`config.mk`:
```
export PLATFORM = sky130hd
export DESIGN_NAME = sqrt_csel_adder
export DESIGN_NICKNAME = d
export VERILOG_FILES = /design/src/rtl/csel_pkg.sv /design/src/rtl/csel_ripple.sv /design/src/rtl/csel_add_one.sv /design/src/rtl/csel_group_select.sv /design/src/rtl/sqrt_csel_adder.sv
export SDC_FILE = /design/constraint.sdc
export NUM_CORES = 1
export LEC_CHECK = 0
export BUFFER_PORTS_ARGS = -buffer_cell sky130_fd_sc_hd__buf_2
export CAP_MARGIN = 40
export CORE_ASPECT_RATIO = 1.1
export CORE_UTILIZATION = 48
export DETAILED_ROUTE_END_ITERATION = 12
export PLACE_DENSITY_LB_ADDON = 0.12
export SLEW_MARGIN = 20
export SYNTH_ARGS = -nofsm -noshare
export SYNTH_HDL_FRONTEND = slang
export SYNTH_HIERARCHICAL = 1
export SYNTH_SLANG_ARGS = --single-unit
```
`constraint.sdc`:
```
create_clock -name vclk -period 5.2
set_clock_uncertainty 0.05 [all_clocks]
set_input_delay 0.52 -clock vclk [all_inputs]
set_output_delay 0.52 -clock vclk [all_outputs]
set_load 0.1 [all_outputs]
```
`src/rtl/csel_pkg.sv`:
```
package csel_pkg;

  // Number of carry-select groups for a supported word width.
  function automatic int grpCount(input int width);
    if (width <= 8) return 4;
    else if (width <= 16) return 5;
    else return 7;
  endfunction

  // Lowest bit of group idx; idx == grpCount gives the word width.
  function automatic int grpLsb(input int width, input int idx);
    int lsb;
    if (idx >= grpCount(width)) return width;
    case (idx)
      0: lsb = 0;
      1: lsb = 2;
      2: lsb = 4;
      3: lsb = 7;
      4: lsb = 11;
      5: lsb = 17;
      6: lsb = 24;
      default: lsb = width;
    endcase
    return lsb;
  endfunction

  function automatic int grpWidth(input int width, input int idx);
    return grpLsb(width, idx + 1) - grpLsb(width, idx);
  endfunction

endpackage

```
`src/rtl/csel_ripple.sv`:
```
module csel_ripple #(
  parameter int W = 4
) (
  input  logic [W-1:0] a,
  input  logic [W-1:0] b,
  input  logic         cin,
  output logic [W-1:0] s,
  output logic         cout
);
  logic [W:0] chain;

  always_comb begin
    chain[0] = cin;
    for (int i = 0; i < W; i++) begin
      s[i]         = a[i] ^ b[i] ^ chain[i];
      chain[i + 1] = (a[i] & b[i]) | (chain[i] & (a[i] ^ b[i]));
    end
  end

  assign cout = chain[W];
endmodule

```
`src/rtl/csel_add_one.sv`:
```
module csel_add_one #(
  parameter int W = 4
) (
  input  logic [W-1:0] sumZero,
  input  logic         carryZero,
  output logic [W-1:0] sumOne,
  output logic         carryOne,
  output logic         allOnes
);
  // flipCtl[k] is 1 while every lower bit of the group is 1.
  logic [W-1:0] flipCtl;

  always_comb begin
    flipCtl[0] = 1'b1;
    for (int k = 1; k < W; k++) begin
      flipCtl[k] = flipCtl[k - 1] & sumZero[k - 1];
    end
    sumOne[0] = ~sumZero[0];
    for (int k = 1; k < W; k++) begin
      sumOne[k] = flipCtl[k] ? ~sumZero[k] : sumZero[k];
    end
  end

  assign allOnes  = flipCtl[W-1] & sumZero[W-1];
  assign carryOne = carryZero | allOnes;
endmodule

```
`src/rtl/csel_group_select.sv`:
```
module csel_group_select #(
  parameter int W = 4
) (
  input  logic         selOne,
  input  logic [W-1:0] sumZero,
  input  logic [W-1:0] sumOne,
  input  logic         carryZero,
  input  logic         allOnes,
  output logic [W-1:0] sumOut,
  output logic         carryOut
);
  logic pickZeroN;

  assign sumOut = selOne ? sumOne : sumZero;

  // Merged carry stage: one NAND feeding one multiplexer.
  assign pickZeroN = ~(selOne & allOnes);
  assign carryOut  = pickZeroN ? carryZero : 1'b1;
endmodule

```
`src/rtl/sqrt_csel_adder.sv`:
```
module sqrt_csel_adder
  import csel_pkg::*;
#(
  parameter int WIDTH = 32
) (
  input  logic [WIDTH-1:0] opA,
  input  logic [WIDTH-1:0] opB,
  input  logic             carryIn,
  output logic [WIDTH-1:0] sum,
  output logic             carryOut
);
  localparam int NGRP = grpCount(WIDTH);

  logic [NGRP:0]    grpCarry;
  logic [WIDTH-1:0] sum0Bus;
  logic [WIDTH-1:0] sum1Bus;
  logic [NGRP-1:0]  grpC0;
  logic [NGRP-1:0]  grpC1;

  assign grpCarry[0] = carryIn;

  for (genvar g = 0; g < NGRP; g++) begin : gGrp
    localparam int LSB = grpLsb(WIDTH, g);
    localparam int GW  = grpWidth(WIDTH, g);

    if (g == 0) begin : gBase
      logic [GW-1:0] s;
      logic          c;
      csel_ripple #(.W(GW)) u_rca (
        .a(opA[LSB +: GW]), .b(opB[LSB +: GW]), .cin(grpCarry[0]),
        .s(s), .cout(c)
      );
      assign sum[LSB +: GW]     = s;
      assign sum0Bus[LSB +: GW] = s;
      assign sum1Bus[LSB +: GW] = s;
      assign grpC0[g]           = c;
      assign grpC1[g]           = c;
      assign grpCarry[g + 1]    = c;
    end else begin : gSel
      logic [GW-1:0] s0;
      logic [GW-1:0] s1;
      logic [GW-1:0] so;
      logic          c0;
      logic          c1;
      logic          ones;
      logic          co;

      csel_ripple #(.W(GW)) u_rca (
        .a(opA[LSB +: GW]), .b(opB[LSB +: GW]), .cin(1'b0),
        .s(s0), .cout(c0)
      );
      csel_add_one #(.W(GW)) u_inc (
        .sumZero(s0), .carryZero(c0),
        .sumOne(s1), .carryOne(c1), .allOnes(ones)
      );
      csel_group_select #(.W(GW)) u_sel (
        .selOne(grpCarry[g]), .sumZero(s0), .sumOne(s1),
        .carryZero(c0), .allOnes(ones),
        .sumOut(so), .carryOut(co)
      );
      assign sum[LSB +: GW]     = so;
      assign sum0Bus[LSB +: GW] = s0;
      assign sum1Bus[LSB +: GW] = s1;
      assign grpC0[g]           = c0;
      assign grpC1[g]           = c1;
      assign grpCarry[g + 1]    = co;
    end
  end

  assign carryOut = grpCarry[NGRP];
endmodule

```
==> key figures <==
Power
  – Cell Pwr Density: 393 nW/um^2
  – Power Total: 907 uW
  – Peak supply drop: 0.273 mV
  – Lkg Pwr: approximately 1.5 nW

Global routing
  – Largest net degree at the start of global routing: 10
  – Met2 layer usage reported by global route: 33.8%
  – Total gr overflow: 0
  – Busiest grt layer: met2
  – Antenna violations before repair: 0
  – Vias in the first global route: 1,364
  – Met3 Use GR: 0.998%
  – Tot GR Track Use: 16.2%
  – Met1 usage: between 10% and 20%
  – First-pass GRT wire length: about 4900 um

STA
  – Period utilization: 96.2%
  – Max Freq: 200 MHz
  – Final min period: 5.00 ns
  – Final Slew Violations: 0
  – RSZ-0062 raised after global routing: no
  – Final setup TNS: 0 ns
  – Final setup viols: 0
  – Fin. Hold Viols: 0

CTS
  – Post-CTS Repair Setup Buffers: 0
  – Hold_buf cts: 0

Run
  – Total of max-cap violations: 0

Synthesis
  – Post-Synthesis Cells: 168
  – Mapped cell area: 1720 sq um
  – Yosys warning count: 6
  – Syn avg cell area: 10.2 sq um

Route
  – Routed length per instance: 9.37 um
  – Final WL: 2970 um
  – Initial DRC count: 19
  – 1st-pass router iterations: 2
  – Routed Antenna Nets: 0
  – DRC errors left: 0
  – DR vias: around 1,300
  – DR vias/cell: 4.19

Layout
  – Post-layout util: between 60 and 70%
  – Seq_cells: 0
  – Area grow syn2layout: 34.2%
  – Clkbuf count: 0
  – Most frequent cells in the layout: buf_2, inv_1, fa_1
  – Final nets: between 300 and 400
  – N_diodes: 0
  – Register area: 0 sq um
  – Fillers: 287
  – Fraction of layout cells with a size suffix above 1: about half
  – Final instance area: approximately 2300 sq um
  – Most common cell after layout, fill and taps aside: buf_2

Floorplan
  – Die X: 59.0 um
  – Die ar.: roughly 3800 sq um
  – Die Y: 64.7 um
  – Core area: about 3400 sq um
  – Rows: 22
  – I/O pin cnt: 98
  – Initial Utilization: 50.7%

Outcome
  – Status: completed

Setup path
  – Crit path kind: input port to output port
  – Worst Setup End Kind: output port
  – WP data required: between 4 and 5 ns
  – Crit path max fanout: 2
  – WP data arrival: 4.43 ns
  – Worst setup SP type: input port

Worst hold path
  – Worst hold path class: input port to output port

Placed design
  – PortBufs: 98
  – Post-DP HPWL: around 2800 um
  – Routability Congestion: 0.750
  – Placed Area: 2280 sq um
==> metal layers <==
metal  up-vias  share of wire [%]
met5         -                  0
met4         0                  0
met3         0                4.4
met2        46                 56
met1       595                 40
li1        687                  -
==> where the power goes <==
group          total [mW]  switching (mW)  internal [mW]
logic               0.907           0.683          0.224
registers               0               0              0
clock network           0               0              0
==> per-stage QoR <==
step,hold slack [ns],std cells,worst slack (ns)
after floorplan,1.49,173,0.447
after CTS,1.61,317,0.0390
after detailed placement,1.60,317,0.0524
after global routing,1.64,317,0.0168
after global placement,1.60,317,0.103
final,1.60,317,0.197
==> cell type report <==
type                            count  area, sq um  area share [%]
Multi-Input combinational cell     98         1440            62.5
Timing Repair Buffer               99          534            23.2
Inverter                           72          270            11.7
Tap cell                           48         60.1            2.60
==> worst max-delay path, cell delays in order <==
cell and delay [ns]:
buf_2 0.11, fa_1 0.42, inv_1 0.08, fa_1 0.15, inv_1 0.05, fa_1 0.37
fa_2 0.36, fa_1 0.39, fa_1 0.38, fa_1 0.37, inv_1 0.07, fa_1 0.40
inv_1 0.08, ha_1 0.23, mux2_4 0.26, buf_6 0.18
==> repair_timing <==
item                                    CTS  global route
gates resized for setup                   0            11
endpoints found under the hold margin     0             0
endpoints found under the setup margin    0             8
==> final timing paths <==
check	from	endpoint	slack [ns]	depth (start not counted)
max	opA[24]	sum[31]	0.20	16
min	carryIn	sum[0]	1.60	5
(Power assumes the default switching activity.)
